**config.mk**
```make
export PLATFORM = sky130hd
export DESIGN_NAME = otim_irq_status
export DESIGN_NICKNAME = d
export VERILOG_FILES = /design/src/rtl/otim_pkg.sv /design/src/rtl/otim_edge_det.sv /design/src/rtl/otim_irq_en.sv /design/src/rtl/otim_fifo_req.sv /design/src/rtl/otim_irq_status.sv
export SDC_FILE = /design/constraint.sdc
export NUM_CORES = 1
export LEC_CHECK = 0
export CELL_PAD_IN_SITES_DETAIL_PLACEMENT = 1
export CELL_PAD_IN_SITES_GLOBAL_PLACEMENT = 2
export CORE_MARGIN = 5
export CORE_UTILIZATION = 32
export DETAILED_ROUTE_END_ITERATION = 6
export DONT_BUFFER_PORTS = 1
export GPL_TIMING_DRIVEN = 0
export HOLD_SLACK_MARGIN = 0.06
export PLACE_DENSITY = 0.76
export REMOVE_ABC_BUFFERS = 1
export SKIP_CTS_REPAIR_TIMING = 1
export SLEW_MARGIN = 20
export SYNTH_ARGS = -nofsm -noshare
export SYNTH_HDL_FRONTEND = slang
export SYNTH_SLANG_ARGS = --single-unit
```
**constraint.sdc**
```tcl
create_clock -name clk -period 1.2 [get_ports clk]
set_clock_uncertainty 0.1 [all_clocks]
set_input_delay 0.06 -clock clk [delete_from_list [all_inputs] [get_ports clk]]
set_output_delay 0.06 -clock clk [all_outputs]
set_load 0.02 [all_outputs]
```
**src/rtl/otim_pkg.sv**
```systemverilog
package otim_pkg;
  localparam int NSRC   = 6;
  localparam int STRB_W = 16;
  localparam int ACK_LO = 8;
  localparam int ACK_W  = STRB_W - ACK_LO;
  localparam int STAT_W = 10;
  localparam int SK_W   = 10;

  // enable groups
  localparam int G_START = 0;
  localparam int G_UPD   = 1;
  localparam int G_UTC   = 2;
  localparam int G_BTC   = 3;
  localparam int G_ERR   = 4;
  localparam int G_FIFO  = 5;

  // acknowledge strobes (offset from ACK_LO)
  localparam int A_START = 0;
  localparam int A_UPD   = 1;
  localparam int A_UTC   = 2;
  localparam int A_BTC   = 3;
  localparam int A_ERR   = 4;
  localparam int A_BERR  = 5;
  localparam int A_TERR  = 6;
  localparam int A_RST   = 7;

  // sticky state indices
  localparam int K_START = 0;
  localparam int K_UPD   = 1;
  localparam int K_UTC   = 2;
  localparam int K_BTC   = 3;
  localparam int K_OVR   = 4;
  localparam int K_WF    = 5;
  localparam int K_BERR  = 6;
  localparam int K_TERR  = 7;
  localparam int K_PEND  = 8;
  localparam int K_MASK  = 9;

  // edge detector lanes
  localparam int E_UPD = 0;
  localparam int E_UTC = 1;
  localparam int E_BTC = 2;
  localparam int E_N   = 3;

  typedef enum logic [1:0] {
    FM_EMPTY   = 2'd0,
    FM_LE_HALF = 2'd1,
    FM_NOTFULL = 2'd2,
    FM_HYST    = 2'd3
  } fifo_mode_e;
endpackage

```
**src/rtl/otim_edge_det.sv**
```systemverilog
module otim_edge_det #(
  parameter int N = 3
) (
  input  logic         clk,
  input  logic         rst_n,
  input  logic [N-1:0] sig_i,
  output logic [N-1:0] rise_o,
  output logic [N-1:0] fall_o
);
  logic [N-1:0] prev_q;

  always_ff @(posedge clk or negedge rst_n) begin
    if (!rst_n) prev_q <= '0;
    else        prev_q <= sig_i;
  end

  for (genvar g = 0; g < N; g++) begin : g_lane
    assign rise_o[g] = sig_i[g] & ~prev_q[g];
    assign fall_o[g] = prev_q[g] & ~sig_i[g];
  end
endmodule

```
**src/rtl/otim_irq_en.sv**
```systemverilog
module otim_irq_en #(
  parameter int          N    = 6,
  parameter logic [5:0]  KEEP = 6'b100000
) (
  input  logic         clk,
  input  logic         rst_n,
  input  logic [N-1:0] set_i,
  input  logic [N-1:0] clr_i,
  input  logic         clr_all_i,
  output logic [N-1:0] en_o
);
  logic [N-1:0] en_q, en_d, keep_m;
  logic         en_ce;

  assign keep_m = N'(KEEP);

  always_comb begin
    en_d = (en_q | set_i) & ~clr_i;
    if (clr_all_i) en_d = en_d & keep_m;
    en_ce = (|set_i) | (|clr_i) | clr_all_i;
  end

  always_ff @(posedge clk or negedge rst_n) begin
    if (!rst_n)     en_q <= '0;
    else if (en_ce) en_q <= en_d;
  end

  assign en_o = en_q;

  for (genvar g = 0; g < N; g++) begin : g_chk

    en_clr_wins_chk: assert property (@(posedge clk) disable iff (!rst_n)
      $past(clr_i[g]) |-> !en_q[g]);
  end
endmodule

```
**src/rtl/otim_fifo_req.sv**
```systemverilog
module otim_fifo_req
  import otim_pkg::*;
(
  input  logic       clk,
  input  logic       rst_n,
  input  logic [1:0] mode_i,
  input  logic       empty_i,
  input  logic       le_half_i,
  input  logic       full_i,
  output logic       req_o
);
  logic hyst_q, hyst_d, req_q, req_d;

  always_comb begin
    if (full_i)         hyst_d = 1'b0;
    else if (le_half_i) hyst_d = 1'b1;
    else                hyst_d = hyst_q;
    case (fifo_mode_e'(mode_i))
      FM_EMPTY:   req_d = empty_i;
      FM_LE_HALF: req_d = le_half_i;
      FM_NOTFULL: req_d = ~full_i;
      default:    req_d = hyst_d;
    endcase
  end

  always_ff @(posedge clk or negedge rst_n) begin
    if (!rst_n) begin
      hyst_q <= 1'b0;
      req_q  <= 1'b0;
    end else begin
      hyst_q <= hyst_d;
      req_q  <= req_d;
    end
  end

  assign req_o = req_q;


  fifo_notfull_chk: assert property (@(posedge clk) disable iff (!rst_n)
    $past(mode_i == 2'd2) |-> (req_o == !$past(full_i)));
endmodule

```
**src/rtl/otim_irq_status.sv**
```systemverilog
module otim_irq_status
  import otim_pkg::*;
(
  input  logic        clk,
  input  logic        rst_n,
  input  logic [15:0] arm_word_i,
  input  logic [15:0] disarm_word_i,
  input  logic        start_i,
  input  logic        bc_wait_i,
  input  logic        update_i,
  input  logic        unit_tc_i,
  input  logic        buf_tc_i,
  input  logic        buf_last_i,
  input  logic        overrun_i,
  input  logic        wr_fast_i,
  input  logic        fifo_empty_i,
  input  logic        fifo_le_half_i,
  input  logic        fifo_full_i,
  input  logic [1:0]  fifo_mode_i,
  input  logic        stop_btc_err_en_i,
  input  logic        stop_trig_err_en_i,
  input  logic        stop_ovr_en_i,
  output logic [9:0]  status_o,
  output logic        irq_o,
  output logic        stop_req_o,
  output logic        update_o
);
  logic [ACK_W-1:0] ack;
  logic [E_N-1:0]   ev_rise, ev_fall;
  logic [NSRC-1:0]  en, grp;
  logic [SK_W-1:0]  sk_q, sk_d, sk_set, sk_clr;
  logic             sk_ce, clr_all, fifo_req;

  assign ack     = arm_word_i[STRB_W-1:ACK_LO] | disarm_word_i[STRB_W-1:ACK_LO];
  assign clr_all = ack[A_RST];

  otim_edge_det #(.N(E_N)) u_edge (
    .clk   (clk),
    .rst_n (rst_n),
    .sig_i ({buf_tc_i, unit_tc_i, update_i}),
    .rise_o(ev_rise),
    .fall_o(ev_fall)
  );

  otim_irq_en #(.N(NSRC), .KEEP(6'(1 << G_FIFO))) u_en (
    .clk      (clk),
    .rst_n    (rst_n),
    .set_i    (arm_word_i[NSRC-1:0]),
    .clr_i    (disarm_word_i[NSRC-1:0]),
    .clr_all_i(clr_all),
    .en_o     (en)
  );

  otim_fifo_req u_fifo (
    .clk      (clk),
    .rst_n    (rst_n),
    .mode_i   (fifo_mode_i),
    .empty_i  (fifo_empty_i),
    .le_half_i(fifo_le_half_i),
    .full_i   (fifo_full_i),
    .req_o    (fifo_req)
  );

  // set and clear terms per sticky bit; set wins over clear
  always_comb begin
    sk_set          = '0;
    sk_clr          = '0;
    sk_set[K_START] = start_i & bc_wait_i;
    sk_clr[K_START] = ack[A_START];
    sk_set[K_UPD]   = ev_fall[E_UPD];
    sk_clr[K_UPD]   = ack[A_UPD];
    sk_set[K_UTC]   = ev_rise[E_UTC];
    sk_clr[K_UTC]   = ack[A_UTC];
    sk_set[K_BTC]   = ev_fall[E_BTC];
    sk_clr[K_BTC]   = ack[A_BTC];
    sk_set[K_OVR]   = overrun_i;
    sk_clr[K_OVR]   = ack[A_ERR];
    sk_set[K_WF]    = wr_fast_i;
    sk_clr[K_WF]    = ack[A_ERR];
    sk_set[K_BERR]  = ev_fall[E_BTC] & sk_q[K_BTC] & ~ack[A_BTC];
    sk_clr[K_BERR]  = ack[A_BERR];
    sk_set[K_TERR]  = start_i & sk_q[K_PEND];
    sk_clr[K_TERR]  = ack[A_TERR];
    sk_set[K_PEND]  = ev_fall[E_BTC] & buf_last_i;
    sk_clr[K_PEND]  = ack[A_BTC];
    sk_set[K_MASK]  = overrun_i & stop_ovr_en_i;
    sk_clr[K_MASK]  = ack[A_ERR];
    sk_d  = (sk_set | (sk_q & ~sk_clr)) & {SK_W{~clr_all}};
    sk_ce = (sk_d != sk_q);
  end

  always_ff @(posedge clk or negedge rst_n) begin
    if (!rst_n)     sk_q <= '0;
    else if (sk_ce) sk_q <= sk_d;
  end

  always_comb begin
    grp         = '0;
    grp[G_START] = sk_q[K_START];
    grp[G_UPD]   = sk_q[K_UPD];
    grp[G_UTC]   = sk_q[K_UTC];
    grp[G_BTC]   = sk_q[K_BTC];
    grp[G_ERR]   = sk_q[K_OVR] | sk_q[K_WF] | sk_q[K_BERR] | sk_q[K_TERR];
    grp[G_FIFO]  = fifo_req;
  end

  assign irq_o      = |(grp & en);
  assign stop_req_o = (sk_q[K_BERR] & stop_btc_err_en_i) |
                      (sk_q[K_TERR] & stop_trig_err_en_i);
  assign update_o   = update_i & ~sk_q[K_MASK];
  assign status_o   = {sk_q[K_MASK], fifo_req, sk_q[K_TERR], sk_q[K_BERR],
                       sk_q[K_WF], sk_q[K_OVR], sk_q[K_BTC], sk_q[K_UTC],
                       sk_q[K_UPD], sk_q[K_START]};


  start_valid_chk: assert property (@(posedge clk) disable iff (!rst_n)
    $rose(status_o[0]) |-> $past(start_i && bc_wait_i));

  utc_lead_chk: assert property (@(posedge clk) disable iff (!rst_n)
    $rose(status_o[2]) |-> $past(ev_rise[E_UTC]));

  btc_err_cause_chk: assert property (@(posedge clk) disable iff (!rst_n)
    $rose(status_o[6]) |-> $past(ev_fall[E_BTC]));

  mask_release_chk: assert property (@(posedge clk) disable iff (!rst_n)
    $past(ack[A_ERR] && !(overrun_i && stop_ovr_en_i)) |-> !status_o[9]);

  rst_strobe_chk: assert property (@(posedge clk) disable iff (!rst_n)
    $past(clr_all) |-> (status_o[7:0] == 8'h00 && !status_o[9]));
endmodule

```
# After elaboration in Yosys (flattened, before gate mapping)
# Cells that the tools add are included.
# Widths: inputs -> output; s select.
# word_totals
output_inout_bits	13
ff_bits	21
inputBits	50
# classes
bitwise_logic	34
reduce_logical	4
eq_ne	3
mux	4
# op_table
cell	n
$and 10x10->10	2
$reduce_or 6->1	3
$and 1x1->1	12
$and 6x6->6	2
$ne 10x10->1	1
$not 10->10	1
$or 10x10->10	1
$or 8x8->8	1
$not 1->1	7
$not 6->6	1
$or 1x1->1	6
$or 6x6->6	1
$mux 5	1
$pmux 1 s3	1
$eq 2x1->1 const B	1
$eq 2x2->1 const B	1
$logic_not 2->1	1
$mux 1	2

# Depth between registers and ports, before layout
# logic_depth
word_depth	7
depth_mapped	4
depth_no_buf	3

# Modules after synthesis
# Synthesis repeated with hierarchy kept, for this count alone.
# unflattened
cells_unflattened	88
area_unflattened_um2	949.7
# by_module_without_submodules
module	n_inst	cells_each	area_each_um2
otim_irq_status	1	53	549.3
otim_irq_en	1	18	201.4
otim_edge_det	1	9	112.6
otim_fifo_req	1	8	86.3

# Worst setup path before layout
# Ideal clock, no wire load.
# synth_path
path_kind	register to output
startpoint	reg sk_q[4]
endpoint	out irq_o
setup_slack_ns	0.105
path_stages_with_launch	3
t_arrival_ns	0.935
path_buffers	0
cell_sequence	dfrtp_1 > o41ai_1 > nand3_1
# synth_between
elab_chain_len	5
# synth_rtl
item	line	text
from (decl)	otim_irq_status.sv:31	logic [SK_W-1:0] sk_q, sk_d, sk_set, sk_clr;
from (signal assigned)	otim_irq_status.sv:94	else if (sk_ce) sk_q <= sk_d;
$or 1x1->1 (3 in a row)	otim_irq_status.sv:103	grp[G_ERR] = sk_q[K_OVR] | sk_q[K_WF] | sk_q[K_BERR] | sk_q[K_TERR];
$and 6x6->6	otim_irq_status.sv:107	assign irq_o = |(grp & en);
$reduce_or 6->1	otim_irq_status.sv:107	
to (decl)	otim_irq_status.sv:24	output logic irq_o,
# No other way between the ends.

# Worst setup path in the final report
# layout_path
startpoint	reg u_fifo.req_q, in the netlist u_fifo.req_o
endpoint	out irq_o
# layout_between
elab_chain_len	2
# layout_rtl
item	line	text
from (decl)	otim_fifo_req.sv:12	logic hyst_q, hyst_d, req_q, req_d;
from (signal assigned)	otim_fifo_req.sv:32	req_q <= req_d;
$and 6x6->6	otim_irq_status.sv:107	
$reduce_or 6->1	otim_irq_status.sv:107	
# No other way between the ends.

==> results.json <==
{
  "outcome": "complete, but fails checks",
  "failed_checks": "negative setup slack",
  "critPathLaunchType": "flip-flop",
  "maxClockFrequency_mhz": 648,
  "fp.dieW_um": 63.4,
  "cts.root.buffer_cell": "sky130_fd_sc_hd__clkbuf_4",
  "drt_iter0_drc": 25,
  "grt_pass1_vias": 730,
  "initial_core_util_pct": 33.4,
  "clkTransAtPathRegs_ps": 110,
  "setup.worst_path.class": "reg -> out",
  "wl_per_cell_um": 18.2,
  "powerDensity_nw_per_um2": 974,
  "die_h_um": 63.4,
  "final-setup-viol-count": 2,
  "grt_remaining_overflow": 0,
  "worst_ep_arrival_time_ps": 1380,
  "overall_die_area_um2": 4020,
  "hold_path_class": "in -> reg",
  "power.clock.fraction_pct": 25.4,
  "yosys_register_bits": 21,
  "synth.top_cell.area_share_pct": 57.6,
  "ys_types": 18,
  "grt_pass1_wl_um": 3310,
  "postSynthCellCount": 87,
  "route.detailed.vias_per_inst": 4.93,
  "io_pins": 63,
  "tritoncts_num_sinks": 21,
  "sequentialPowerShare_pct": 58.6,
  "globalplace.congestion": 0.659,
  "wl_um": 2760,
  "core.rowCount": 19,
  "cap_violations": 0,
  "crit_chain": "a222oi_1 > nand3_2",
  "antenna_found_initial": 0,
  "clockBufferDepth": 2,
  "cp_slowest_cell": "sky130_fd_sc_hd__dfrtp_1",
  "slowest_delay_ps": 480,
  "drive_above_1_share_pct": 12.4,
  "synthesis.area_um2": 912,
  "finalWorstPathRequiredPeriod_ps": 1540,
  "leading_cell_types_by_total_area_after_synthesis": "sky130_fd_sc_hd__dfrtp_1 (58%), sky130_fd_sc_hd__nor2_1 (9.9%), sky130_fd_sc_hd__buf_4 (8.2%)",
  "syn2layout_area_growth_pct": 47.1,
  "mostFrequentLayoutCell": "sky130_fd_sc_hd__dlygate4sd3_1",
  "layoutNonFillerInstCount": 152,
  "clock_tree_from_tritoncts": "yes",
  "finalNetCount": 172,
  "critPathMaxFanout": 2,
  "global_route.usage.total_pct": 10.5,
  "cts.htree.levels": 1,
  "switching_share_pct": 24.3,
  "numPortBuffers": 0,
  "most_used_cells_in_the_layout_excluding_fill_and_tap_cells": "sky130_fd_sc_hd__dlygate4sd3_1 (41), sky130_fd_sc_hd__nor2_1 (24), sky130_fd_sc_hd__dfrtp_1 (16)",
  "power_frac_comb_pct": 16.0,
  "antennaDiodeCount": 0,
  "maxSlewHeadroom_pct": 63.1,
  "final-hold-violation-count": 0,
  "rsz0062_at_grt": "true",
  "sequential_cell_area_um2": 532,
  "crit_required_ps": 1040,
  "tritoncts.num_buffers": 3,
  "largest_net_degree_at_the_start_of_global_routing": 22,
  "fill_cells": 295,
  "synth.yosys.warnings": 0,
  "drt_pass1_iterations": 4,
  "power_mw": 1.31,
  "multi_input_comb_area_um2": 314,
  "tightestPinTransition_ps": 554,
  "synth_area_leader_cell": "sky130_fd_sc_hd__dfrtp_1",
  "internal-power_mw": 0.989,
  "post-route-worst-setup-slack_ps": -344,
  "reported_leakage_power_nw": 0.578,
  "ir_drop_mv": 0.936,
  "total_switching_power_mw": 0.318,
  "detail-route-antenna-nets": 0,
  "end_kind": "primary output",
  "drv_slew": 0,
  "dr_total_vias": 750,
  "route.detailed.drc": 0,
  "place.detailed.instances": 106,
  "hpwl_um": 1640,
  "syn_avg_cell_area_um2": 10.5,
  "source_to_sink_clock_delay_at_the_later_pin_of_the_worst_skew_pair_ps": 300,
  "seq_area_frac_synth_pct": 57.6,
  "layout_worst_path_cycle_share_pct": 129,
  "design.core.area_um2": 2730
}
## registers in the layout, indices dropped and copies added (netlist names)
register       flops
u_en.en_o          6
u_fifo.req_o       1
u_fifo.hyst_q      1
u_edge.prev_q      3
sk_q              10
## layout make-up
cell class | count | area share (%)
sequential | 21 | 39.6
timing repair buffer | 42 | 32.1
multi-input combinational | 54 | 23.4
tap | 31 | 2.89
clock buffer | 4 | 1.96
## path summary, 6_finish.rpt
path,from,to,slack [ps],cells past startpoint
setup / recovery,u_fifo.req_o,irq_o,-340,2
hold / removal,fifo_empty_i,u_fifo.req_o,100,3
setup reg to reg,sk_q[3],sk_q[6],160,2
hold reg to reg,u_fifo.hyst_q,u_fifo.hyst_q,420,2
max in group asynchronous,rst_n,sk_q[9],230,3
min in group asynchronous,rst_n,sk_q[7],620,3
## per-stage QoR
| stage | hold WS [ps] | setup WS (ps) | util, % | instance area (um^2) | setup TNS [ps] |
|---|---|---|---|---|---|
| 2_1_floorplan | -336 | 4.81 | - | 811 | 0 |
| 3_5_place_dp | -335 | -145 | 31.1 | 850 | -145 |
| 6_report | 96.8 | -344 | 49.1 | 1340 | -400 |
| 4_1_cts | -678 | -496 | 32.0 | 876 | -786 |
| 3_3_place_gp | -335 | -134 | 31.1 | 850 | -134 |
| 5_1_grt | 100 | -446 | 49.1 | 1340 | -555 |
## synth_stat cells, drive strengths merged
| cell type | count |
|---|---|
| nor2b | 5 |
| a21oi | 5 |
| o41ai | 1 |
| a211oi | 1 |
| a32oi | 1 |
| a22oi | 5 |
| dfrtp | 21 |
| a221oi | 1 |
| nor3 | 5 |
| nand3 | 1 |
| nor2 | 26 |
| a222oi | 1 |
| buf | 12 |
| a22o | 1 |
| or2 | 1 |
## power groups by stage
stage / sequential, mW / combinational, mW / clock, mW
3_3_place_gp: 0.778 / 0.0665 / 0
6_report: 0.766 / 0.209 / 0.332
4_1_cts: 0.765 / 0.0692 / 0.356
2_1_floorplan: 0.772 / 0.0585 / 0
3_5_place_dp: 0.779 / 0.0689 / 0
5_1_grt: 0.770 / 0.231 / 0.389
## logic make-up (layout without fill, tap and decap cells)
| logic type | after synthesis | in the layout | share of synthesized area, % |
|---|---|---|---|
| compound gates | 16 | 16 | 12.6 |
| buf+inv | 12 | 46 | 11.1 |
| flops | 21 | 21 | 57.6 |
| simple gates | 38 | 38 | 18.7 |
## critical path: cells and delay by family (launching register included)
family / cells / cell delay [ps]
AOI/OAI and AO/OA: 1 / 400
DFF: 1 / 480
and+or+nand+nor: 1 / 210
## routing by layer
layer | part of all wire (%) | track usage (%) | routed length (um) | up-vias
li1 | - | - | - | 360
met4 | 0.47 | 2.34 | 13 | 0
met3 | 9.9 | 6.04 | 272 | 2
met1 | 36 | 11.9 | 980 | 349
met2 | 54 | 17.0 | 1490 | 39
met5 | 0 | 0 | 0 | -
No activity file was read; power rests on OpenSTA's default activity.
